**src/rtl/cfgl_pkg.sv**
```systemverilog
package cfgl_pkg;

  localparam int FRAME_W = 16;

  typedef enum logic [3:0] {
    ST_IDLE,
    ST_INSTR,
    ST_BURST,
    ST_GAP,
    ST_UPD_I,
    ST_UPD_D,
    ST_TRIG_H,
    ST_TRIG_L,
    ST_FIN
  } seq_state_e;

  function automatic logic [FRAME_W-1:0] mk_instr(input logic wr_flag,
                                                   input logic [FRAME_W-2:0] addr);
    return {wr_flag, addr};
  endfunction

endpackage

```
**src/rtl/cfgl_rst_sync.sv**
```systemverilog
module cfgl_rst_sync (
  input  logic clk,
  input  logic rst_n_i,
  output logic rst_n_o
);

  logic meta_q;
  logic sync_q;

  always_ff @(posedge clk or negedge rst_n_i) begin
    if (!rst_n_i) begin
      meta_q <= 1'b0;
      sync_q <= 1'b0;
    end else begin
      meta_q <= 1'b1;
      sync_q <= meta_q;
    end
  end

  assign rst_n_o = sync_q;

endmodule

```
**src/rtl/cfgl_cfg_rom.sv**
```systemverilog
module cfgl_cfg_rom #(
  parameter int          N_WORDS    = 128,
  parameter logic [14:0] START_ADDR = 15'h0000,
  localparam int         AW         = (N_WORDS > 1) ? $clog2(N_WORDS) : 1
) (
  input  logic [AW-1:0] idx_i,
  output logic [15:0]   word_o
);

  logic [14:0] reg_addr;

  always_comb begin
    reg_addr = START_ADDR + 15'(idx_i);
    word_o   = {reg_addr[7:0] ^ 8'hC3, reg_addr[7:0]};
  end

endmodule

```
**src/rtl/cfgl_spi_shifter.sv**
```systemverilog
module cfgl_spi_shifter #(
  parameter int  W        = 16,
  parameter int  HALF_DIV = 2,
  localparam int DCW      = (HALF_DIV > 1) ? $clog2(HALF_DIV) : 1,
  localparam int BCW      = $clog2(W)
) (
  input  logic         clk,
  input  logic         rst_n,
  input  logic         load_i,
  input  logic [W-1:0] word_i,
  output logic         sclk_o,
  output logic         sdio_o,
  output logic         done_o
);

  logic           active_q, active_d;
  logic           sclk_q, sclk_d;
  logic [DCW-1:0] div_q, div_d;
  logic [BCW-1:0] bit_q, bit_d;
  logic [W-1:0]   sh_q, sh_d;
  logic           tick;
  logic           last;

  assign tick = active_q && (div_q == DCW'(HALF_DIV - 1));
  assign last = tick && sclk_q && (bit_q == '0);

  always_comb begin
    active_d = active_q;
    sclk_d   = sclk_q;
    div_d    = div_q;
    bit_d    = bit_q;
    sh_d     = sh_q;
    if (load_i) begin
      active_d = 1'b1;
      sclk_d   = 1'b0;
      div_d    = '0;
      bit_d    = BCW'(W - 1);
      sh_d     = word_i;
    end else if (active_q) begin
      if (tick) begin
        div_d = '0;
        if (!sclk_q) begin
          sclk_d = 1'b1;
        end else begin
          sclk_d = 1'b0;
          if (bit_q == '0) begin
            active_d = 1'b0;
          end else begin
            bit_d = bit_q - 1'b1;
            sh_d  = {sh_q[W-2:0], 1'b0};
          end
        end
      end else begin
        div_d = div_q + 1'b1;
      end
    end
  end

  always_ff @(posedge clk or negedge rst_n) begin
    if (!rst_n) begin
      active_q <= 1'b0;
      sclk_q   <= 1'b0;
      div_q    <= '0;
      bit_q    <= '0;
      sh_q     <= '0;
    end else begin
      active_q <= active_d;
      sclk_q   <= sclk_d;
      div_q    <= div_d;
      bit_q    <= bit_d;
      sh_q     <= sh_d;
    end
  end

  assign sclk_o = sclk_q;
  assign sdio_o = sh_q[W-1];
  assign done_o = last;

  AST_SDIO_STABLE_HIGH: assert property (@(posedge clk) disable iff (!rst_n)
    sclk_o |-> $stable(sdio_o));

  AST_LOAD_WHEN_FREE: assert property (@(posedge clk) disable iff (!rst_n)
    load_i |-> (!active_q || last));

endmodule

```
**src/rtl/cfg_spi_loader.sv**
```systemverilog
module cfg_spi_loader
  import cfgl_pkg::*;
#(
  parameter int          HALF_DIV   = 2,
  parameter int          N_WORDS    = 128,
  parameter logic [14:0] START_ADDR = 15'h0000,
  parameter logic        WRITE_FLAG = 1'b0,
  parameter logic [14:0] UPD_ADDR   = 15'h001D,
  parameter logic [15:0] UPD_DATA   = 16'h0001,
  parameter int          GAP_SPI    = 2,
  parameter int          TRIG_CYC   = 16
) (
  input  logic clk,
  input  logic rst_n,
  input  logic start_i,
  output logic sclk_o,
  output logic cs_n_o,
  output logic sdio_o,
  output logic trig_o,
  output logic busy_o,
  output logic done_o
);

  localparam int AW      = (N_WORDS > 1) ? $clog2(N_WORDS) : 1;
  localparam int GAP_CYC = 2 * HALF_DIV * GAP_SPI;
  localparam int CNT_MAX = (GAP_CYC > TRIG_CYC) ? GAP_CYC : TRIG_CYC;
  localparam int CNW     = $clog2(CNT_MAX + 1);

  logic           rst_n_s;
  seq_state_e     state_q, state_d;
  logic [AW-1:0]  idx_q, idx_d;
  logic [CNW-1:0] cnt_q, cnt_d;
  logic           cs_n_q, cs_n_d;
  logic           trig_q, trig_d;
  logic           busy_q, busy_d;
  logic           done_q, done_d;
  logic           load;
  logic [15:0]    word_mux;
  logic [AW-1:0]  rom_idx;
  logic [15:0]    rom_word;
  logic           sh_done;

  cfgl_rst_sync u_rst_sync (
    .clk     (clk),
    .rst_n_i (rst_n),
    .rst_n_o (rst_n_s)
  );

  assign rom_idx = (state_q == ST_BURST) ? (idx_q + 1'b1) : '0;

  cfgl_cfg_rom #(
    .N_WORDS    (N_WORDS),
    .START_ADDR (START_ADDR)
  ) u_rom (
    .idx_i  (rom_idx),
    .word_o (rom_word)
  );

  cfgl_spi_shifter #(
    .W        (FRAME_W),
    .HALF_DIV (HALF_DIV)
  ) u_shift (
    .clk    (clk),
    .rst_n  (rst_n_s),
    .load_i (load),
    .word_i (word_mux),
    .sclk_o (sclk_o),
    .sdio_o (sdio_o),
    .done_o (sh_done)
  );

  // next-state process
  always_comb begin
    state_d  = state_q;
    idx_d    = idx_q;
    cnt_d    = cnt_q;
    load     = 1'b0;
    word_mux = '0;
    unique case (state_q)
      ST_IDLE: begin
        if (start_i) begin
          state_d  = ST_INSTR;
          load     = 1'b1;
          word_mux = mk_instr(WRITE_FLAG, START_ADDR);
        end
      end
      ST_INSTR: begin
        if (sh_done) begin
          state_d  = ST_BURST;
          idx_d    = '0;
          load     = 1'b1;
          word_mux = rom_word;
        end
      end
      ST_BURST: begin
        if (sh_done) begin
          if (idx_q == AW'(N_WORDS - 1)) begin
            state_d = ST_GAP;
            cnt_d   = '0;
          end else begin
            idx_d    = idx_q + 1'b1;
            load     = 1'b1;
            word_mux = rom_word;
          end
        end
      end
      ST_GAP: begin
        if (cnt_q == CNW'(GAP_CYC - 1)) begin
          state_d  = ST_UPD_I;
          cnt_d    = '0;
          load     = 1'b1;
          word_mux = mk_instr(WRITE_FLAG, UPD_ADDR);
        end else begin
          cnt_d = cnt_q + 1'b1;
        end
      end
      ST_UPD_I: begin
        if (sh_done) begin
          state_d  = ST_UPD_D;
          load     = 1'b1;
          word_mux = UPD_DATA;
        end
      end
      ST_UPD_D: begin
        if (sh_done) begin
          state_d = ST_TRIG_H;
          cnt_d   = '0;
        end
      end
      ST_TRIG_H: begin
        if (cnt_q == CNW'(TRIG_CYC - 1)) begin
          state_d = ST_TRIG_L;
          cnt_d   = '0;
        end else begin
          cnt_d = cnt_q + 1'b1;
        end
      end
      ST_TRIG_L: begin
        if (cnt_q == CNW'(TRIG_CYC - 1)) begin
          state_d = ST_FIN;
          cnt_d   = '0;
        end else begin
          cnt_d = cnt_q + 1'b1;
        end
      end
      ST_FIN: begin
        state_d = ST_IDLE;
      end
      default: begin
        state_d = ST_IDLE;
      end
    endcase
  end

  // output decode from next state, registered below
  always_comb begin
    cs_n_d = !(state_d == ST_INSTR || state_d == ST_BURST ||
               state_d == ST_UPD_I || state_d == ST_UPD_D);
    trig_d = (state_d == ST_TRIG_H);
    busy_d = (state_d != ST_IDLE) && (state_d != ST_FIN);
    done_d = (state_d == ST_FIN);
  end

  // register process
  always_ff @(posedge clk or negedge rst_n_s) begin
    if (!rst_n_s) begin
      state_q <= ST_IDLE;
      idx_q   <= '0;
      cnt_q   <= '0;
      cs_n_q  <= 1'b1;
      trig_q  <= 1'b0;
      busy_q  <= 1'b0;
      done_q  <= 1'b0;
    end else begin
      state_q <= state_d;
      idx_q   <= idx_d;
      cnt_q   <= cnt_d;
      cs_n_q  <= cs_n_d;
      trig_q  <= trig_d;
      busy_q  <= busy_d;
      done_q  <= done_d;
    end
  end

  assign cs_n_o = cs_n_q;
  assign trig_o = trig_q;
  assign busy_o = busy_q;
  assign done_o = done_q;

  AST_SCLK_UNDER_CS: assert property (@(posedge clk) disable iff (!rst_n_s)
    sclk_o |-> !cs_n_o);

  AST_TRIG_BUS_QUIET: assert property (@(posedge clk) disable iff (!rst_n_s)
    trig_o |-> (cs_n_o && !sclk_o && busy_o));

  AST_DONE_SINGLE: assert property (@(posedge clk) disable iff (!rst_n_s)
    done_o |=> !done_o);

  AST_DONE_NOT_BUSY: assert property (@(posedge clk) disable iff (!rst_n_s)
    done_o |-> !busy_o);

  AST_START_IGNORED: assert property (@(posedge clk) disable iff (!rst_n_s)
    (state_q != ST_IDLE && start_i) |=>
      (state_q != ST_INSTR || $past(state_q) == ST_INSTR));

endmodule

```
**config.mk**
```make
export PLATFORM = sky130hd
export DESIGN_NAME = cfg_spi_loader
export DESIGN_NICKNAME = d
export VERILOG_FILES = /design/src/rtl/cfgl_pkg.sv /design/src/rtl/cfgl_rst_sync.sv /design/src/rtl/cfgl_cfg_rom.sv /design/src/rtl/cfgl_spi_shifter.sv /design/src/rtl/cfg_spi_loader.sv
export SDC_FILE = /design/constraint.sdc
export NUM_CORES = 1
export LEC_CHECK = 0
export CORE_MARGIN = 1.5
export CORE_UTILIZATION = 40
export CTS_BUF_LIST = sky130_fd_sc_hd__clkbuf_8
export DETAILED_ROUTE_END_ITERATION = 10
export SLEW_MARGIN = 20
export SYNTH_ARGS = -nofsm -noshare
export SYNTH_HDL_FRONTEND = slang
export SYNTH_SLANG_ARGS = --single-unit
```
**constraint.sdc**
```tcl
create_clock -name clk -period 1.4 [get_ports clk]
set_clock_uncertainty 0.05 [all_clocks]
set_input_delay 0.28 -clock clk [delete_from_list [all_inputs] [get_ports clk]]
set_output_delay 0.28 -clock clk [all_outputs]
set_load 0.03 [all_outputs]
```
==> results.txt, run 1 <==
Outcome = complete, but fails checks
Violated checks = negative setup slack
Vias per Instance = 5.36
CTS tree = done
Syn_area_per_cell = 9.45 sq um
Primary FF master, synth = dfrtp_1
Synth unique cells = 49
CP max stage cell = or4b_4
Vias = 2,273
Gpl congestion = 0.851
Grt total ovfl = 0
Most instantiated cells after synthesis = dfrtp_1, nand2_1, nor2_1
Post-Syn Instances = 254
Post-DP Area = 3190 sq um
Cell area after layout = 3670 sq um
Top cell type's share of synthesized area = 0.459
Post-Syn Nets = 263
CTS buffer count = 5
Reg area = 1130 sq um
Worst vdd ir = 0.637 mV
PortBufs = 8
Area occupied by multi-input gates = 1510 sq um
WL/cell = 15.8 um
Pleak = 1.64 nW
CTS HTree Levels = 2
Number of global-route vias before repair = 2,233
Initial antenna violation count = 0
DRC viols = 0
Minimum clock period = 2.11 ns
Root buffer cell = clkbuf_8
RSZ-0062 raised after global routing = yes
Initial DRC count = 122
Total track usage = 0.217
HPWL Detailed = 4420 um
Top-count cell post-synth = dfrtp_1
Clock Sinks = 45
Fmax = 475 MHz
First-pass GRT wire length = 10,700 um
Async SR Flop Fraction = 1.00
Synth top area cells = dfrtp_1, o21ai_0, nand2_1
Yosys warning total = 0
CP max stage delay = 0.55 ns
Period utilization = 1.51
CP startpoint kind = flip-flop
Worst-Skew Late Latency = 0.31 ns
Clk buf depth = 2
Crit-path max FO = 15
Seq cells post-synth = 45
Inserted Diodes = 0
Crit path DAT = 2.27 ns
Final Net Count = 357
Initial Util = 0.410
Total core area = 5850 sq um
Max_cap viols = 0
Final count of pins violating max slew = 0
Hold slack = 0.0785 ns
Fill count = 453
Cell taking the most area after synthesis = dfrtp_1
Final Worst Setup Slack = -0.707 ns
Largest net degree at the start of global routing = 26
DRT Pass-1 Iters = 4
Tightest Hold Check Type = in -> async
Required @ worst endpoint = 1.56 ns
Share of cells above drive strength 1 = 0.461
Layout Utilization = 0.627
Sequential area share after synthesis = 0.470
Cell Area, Synth = 2400 sq um
Crit path cell chain = or4b_4 -> or3_4 -> o211ai_4 -> buf_12 -> o221ai_1 -> o21a_1
Final Hold Viols = 0
Chip Width = 80.5 um
Crit Path Category = reg -> reg
Crit end category = flip-flop
Die H = 80.5 um
Power density of the placed cells = 592 nW/um^2
Die ar. = 6470 sq um
Setup violators final = 43
Io pins = 9
Area Growth Syn to Fin = 52.8%
Routed WL = 6700 um
EDFF count, synth = 0
Setup TNS = -24.88 ns
Std cell rows = 28
Antenna viol nets, final = 0
Worst-path clk slew = 0.10 ns
-- power by group --
part / leakage, nW / switching [W] / total, W / internal [W]
logic: 1.03 / 0.0000273 / 0.0000368 / 0.00000947
registers: 0.562 / 0.00000113 / 0.00130 / 0.00130
clock network: 0.0445 / 0.000476 / 0.000831 / 0.000355
-- metal layers --
| layer | share of wire | wire length (um) | track usage |
|---|---|---|---|
| met5 | 0 | 0 | 0 |
| met2 | 0.49 | 3280 | 0.362 |
| met3 | 0.030 | 200 | 0.0352 |
| met1 | 0.47 | 3140 | 0.296 |
| met4 | 0.012 | 83 | 0.0483 |
-- final cells by class --
type	count	share of cell area
Clock inverter	3	0.00580
Multi-Input combinational cell	189	0.411
Sequential cell	45	0.308
Clock buffer	5	0.0188
Timing Repair Buffer	101	0.224
Tap cell	75	0.0256
Inverter	6	0.00614
-- final timing paths --
check / slack (ns) / cells after the start / endpoint / from
max: -0.71 / 6 / u_shift.sh_q[4] / state_q[2]
min: 0.08 / 1 / u_rst_sync.meta_q / rst_n
max reg2reg: -0.71 / 6 / u_shift.sh_q[4] / state_q[2]
min reg2reg: 0.18 / 1 / idx_q[6] / u_rst_sync.rst_n_o
max in group asynchronous: 0.79 / 1 / u_shift.sclk_o / u_rst_sync.rst_n_o
min in group clk: 0.32 / 0 / u_rst_sync.rst_n_o / u_rst_sync.meta_q
-- per-stage QoR --
step           total power, W  instances  setup slack [ns]
3_5_place_dp          0.00137        405            -0.836
6_report              0.00217        424            -0.707
3_3_place_gp          0.00137        405            -0.760
5_1_grt               0.00224        424            -0.766
2_1_floorplan         0.00135        254            -0.808
4_1_cts               0.00219        419            -0.685
-- worst max-delay path: cells and delay by family (launching register included) --
kind	cells	cell delay (ns)
buffers and inverters	1	0.16
flip-flops	1	0.38
AND/OR/NAND/NOR	2	0.98
AO/OA/AOI/OAI	3	0.44
-- placed cells by master, fill, tap and decap left out, types with 3 or more instances in the layout --
cell	instances
nand2_2	6
dfrtp_1	42
buf_6	12
ha_4	3
or2_2	3
a21oi_1	7
nor2_2	3
nand3_1	6
nand2_1	20
o21ai_2	6
nor3_1	4
nor2_1	18
nand4_1	3
mux2i_1	7
o21a_1	6
inv_1	3
clkbuf_8	5
nor2b_1	5
buf_4	82
o21ai_1	9
inv_2	3
a31oi_1	7
o21ai_0	4
xor2_1	4
and3_1	4
xnor2_1	5
dlygate4sd2_1	3
o22ai_1	5
-- cell families after synthesis --
kind of cell	Yosys count	synth area share
muxes	7	0.0292
other	1	0.00156
adders and majority gates	6	0.0313
DFF	45	0.470
and+or+nand+nor	100	0.216
AOI/OAI and AO/OA	66	0.180
buffers and inverters	20	0.0391
xor gates and xnor gates	9	0.0328
-- registers in the layout, indices dropped and copies added, names as in the netlist --
signal and count:
u_shift.bit_q 4, done_o 1, u_shift.sh_q 16, u_rst_sync.rst_n_o 1
cnt_q 5, busy_o 1, trig_o 1, u_shift.active_q 1
state_q 4, u_shift.div_q 1, cs_n_o 1, u_rst_sync.meta_q 1
u_shift.sclk_o 1, idx_q 7
-- timing repair --
action	4_1_cts	5_1_grt
setup endpoints to repair	47	44
hold endpoints to repair	0	0
cloned	1	0
hold buffers	0	0
gates resized for setup	60	23
setup buffers	5	5
pin swaps	17	12
Power figures use the tool's default switching activity.
==> run 2, diff against run 1 <==
Settings changed: SYNTH_HIERARCHICAL from default to 1.
==> results.txt, run 2 <==
Grt total ovfl = 0
Cell-internal power = 0.00409 W
Post-Syn Instances = 308
Crit path cell chain = inv_2 -> ha_4 -> or3b_4 -> nor2_4 -> nand3_2 -> a21oi_2 -> a21o_1 -> buf_4 -> clkbuf_16 -> nor2b_1 -> a21oi_1
Total core area = 6420 sq um
Max reg flops = 16
Layout Utilization = 0.603
Top-count cell post-synth = dfrtp_1
Antenna viol nets, final = 0
Total track usage = 0.193
Gpl congestion = 0.809
Cell Area, Synth = 2690 sq um
Area Growth Syn to Fin = 43.9%
Die ar. = 7230 sq um
Seq cells post-synth = 45
Number of global-route vias before repair = 2,395
Hold slack = 0.0798 ns
Final Worst Setup Slack = -0.828 ns
Final Non-Filler Cells = 461
R2R Setup Slk = -0.83 ns
WL/cell = 14.7 um
Crit Path Category = reg -> reg
Worst vdd ir = 0.675 mV
CP startpoint kind = flip-flop
Top reg by flops = u_shift/sh_q
Sequential area share after synthesis = 0.419
Net Sw Power = 0.00240 W
Initial antenna violation count = 0
PortBufs = 8
Most frequent cells in the layout = buf_4, dfrtp_1, nor2_1, o21ai_0
Inserted Diodes = 0
Share of cells above drive strength 1 = 0.409
CTS tree = done
CTS HTree Levels = 2
Violated checks = design-rule violations, negative setup slack
Vias per Instance = 5.34
CP max stage cell = dfrtp_1
Routed WL = 6770 um
Sw Ratio = 0.370
Most instantiated cells after synthesis = dfrtp_1, o21ai_0, a21oi_1, nor2_1, a31oi_1
Yosys warning total = 6
Clock Sinks = 45
Worst-path clk slew = 0.09 ns
Chip Width = 85.0 um
Metal2 WL = 3400 um
Top sig layer = met4
Dpl ws = -0.830 ns
EDFF count, synth = 0
Top cell type's share of synthesized area = 0.409
Async SR Flop Fraction = 1.00
Largest regs = u_shift/sh_q: 16 flops, idx_q: 7 flops, cnt_q: 5 flops
RR Startpoint = u_shift/bit_q[1]
Root buffer cell = clkbuf_8
Synth top area cells = dfrtp_1, a31oi_1, o21ai_0
M1 WL = 3050 um
Io pins = 9
Worst setup path start = u_shift/bit_q[1]
Crit end category = flip-flop
Crit-path max FO = 9
Largest net degree at the start of global routing = 44
Placed Cells = 436
Power Total = 0.00649 W
Final Net Count = 391
Fmax = 449 MHz
Initial DRC count = 166
Max_cap viols = 0
Initial Util = 0.419
Crit path DAT = 2.36 ns
Power density of the placed cells = 1670 nW/um^2
Comb power frac = 0.538
Clock network power share = 0.151
Post-Syn Nets = 316
Period utilization = 1.59
Clk buf depth = 2
CTS buffer count = 5
Fill count = 525
Outcome = complete, but fails checks
Tightest Hold Check Type = in -> async
Required @ worst endpoint = 1.54 ns
DRC viols = 1
DRT Pass-1 Iters = 7
Pleak = 1.74 nW
HPWL Detailed = 4330 um
Final count of pins violating max slew = 0
Synth unique cells = 46
Std cell rows = 29
Vias = 2,463
Syn_area_per_cell = 8.74 sq um
CP max stage delay = 0.40 ns
Setup violators final = 41
RSZ-0062 raised after global routing = yes
Die H = 85.0 um
Primary FF master, synth = dfrtp_1
Final Hold Viols = 0
Hold bufs inserted after CTS = 0
Part of the power in registers = 0.311
Minimum clock period = 2.23 ns
Worst-Skew Late Latency = 0.30 ns
Cell taking the most area after synthesis = dfrtp_1
Metal3 WL = 272 um
First-pass GRT wire length = 11,200 um
Commonest non-fill, non-tap cell in the layout = buf_4
run 2: changes by cell type in the layout (fill, tap and decap cells not counted), sizes merged, moves of 6 or more:
| cell | delta |
|---|---|
| a21oi | +18 |
| a31oi | +14 |
| and2 | +12 |
| mux2i | -7 |
| nand2 | -8 |
| nor2b | +12 |
| o21a | -6 |
| o21ai | +7 |
| o22ai | -7 |
run 2: metal layers:
layer | up-vias | global-route usage
li1 | 1210 | -
met1 | 1203 | 0.266
met2 | 46 | 0.315
met3 | 4 | 0.0350
met4 | 0 | 0.0447
met5 | - | 0
run 2: final timing paths:
path	endpoint	depth (start not counted)
hold reg to reg	busy_o	1
setup reg to reg	u_shift/sh_q[14]	11
setup / recovery	u_shift/sh_q[14]	11
max in group asynchronous	cs_n_o	1
hold / removal	u_rst_sync/meta_q	1
min in group clk	u_rst_sync/rst_n_o	0
run 2: what timing repair did:
action,CTS,global route
resized for setup,38,21
pin swaps,15,10
cloned,2,2
buffers inserted,6,7
setup endpoints to repair,47,44
run 2: through the flow:
step	instance area (sq um)	TNS, ns
global route	3870	-33.15
floorplan	2850	-29.22
detailed placement	3350	-30.05
finish	3870	-29.47
CTS	3680	-29.01
global placement	3350	-27.39
run 2: kinds of logic (layout without fill, tap and decap cells):
kind of cell / count (synthesis) / in the layout / synth area share
AO/OA/AOI/OAI: 90 / 90 / 0.196
AND/OR/NAND/NOR: 114 / 114 / 0.232
multiplexers: 3 / 3 / 0.0125
XOR/XNOR: 8 / 8 / 0.0260
other: 3 / 3 / 0.00418
flip-flops: 45 / 45 / 0.419
adder cells (fa/ha/maj): 5 / 5 / 0.0232
buffers and inverters: 40 / 116 / 0.0869
run 2: power by group through the flow:
stage               logic [W]  clock network [W]  registers (W)
finish                0.00349           0.000977        0.00202
global route          0.00383            0.00106        0.00207
CTS                   0.00323            0.00100        0.00201
detailed placement    0.00302                  0        0.00202
global placement      0.00296                  0        0.00201
floorplan             0.00182                  0        0.00211
run 2: cell type report:
class / count / area [sq um] / area share
multi-input combinational: 223 / 1620 / 0.419
sequential: 45 / 1130 / 0.292
timing repair buffer: 99 / 883 / 0.228
tap: 77 / 96.3 / 0.0249
clock buffer: 5 / 68.8 / 0.0178
clock inverter: 3 / 38.8 / 0.0100
inverter: 9 / 33.8 / 0.00872
run 2: critical path, delay by kind of cell (launching register included):
kind,cells,cell delay (ns)
DFF,1,0.40
buffers and inverters,3,0.36
AOI/OAI and AO/OA,3,0.34
adders and majority gates,1,0.14
and+or+nand+nor,4,0.82
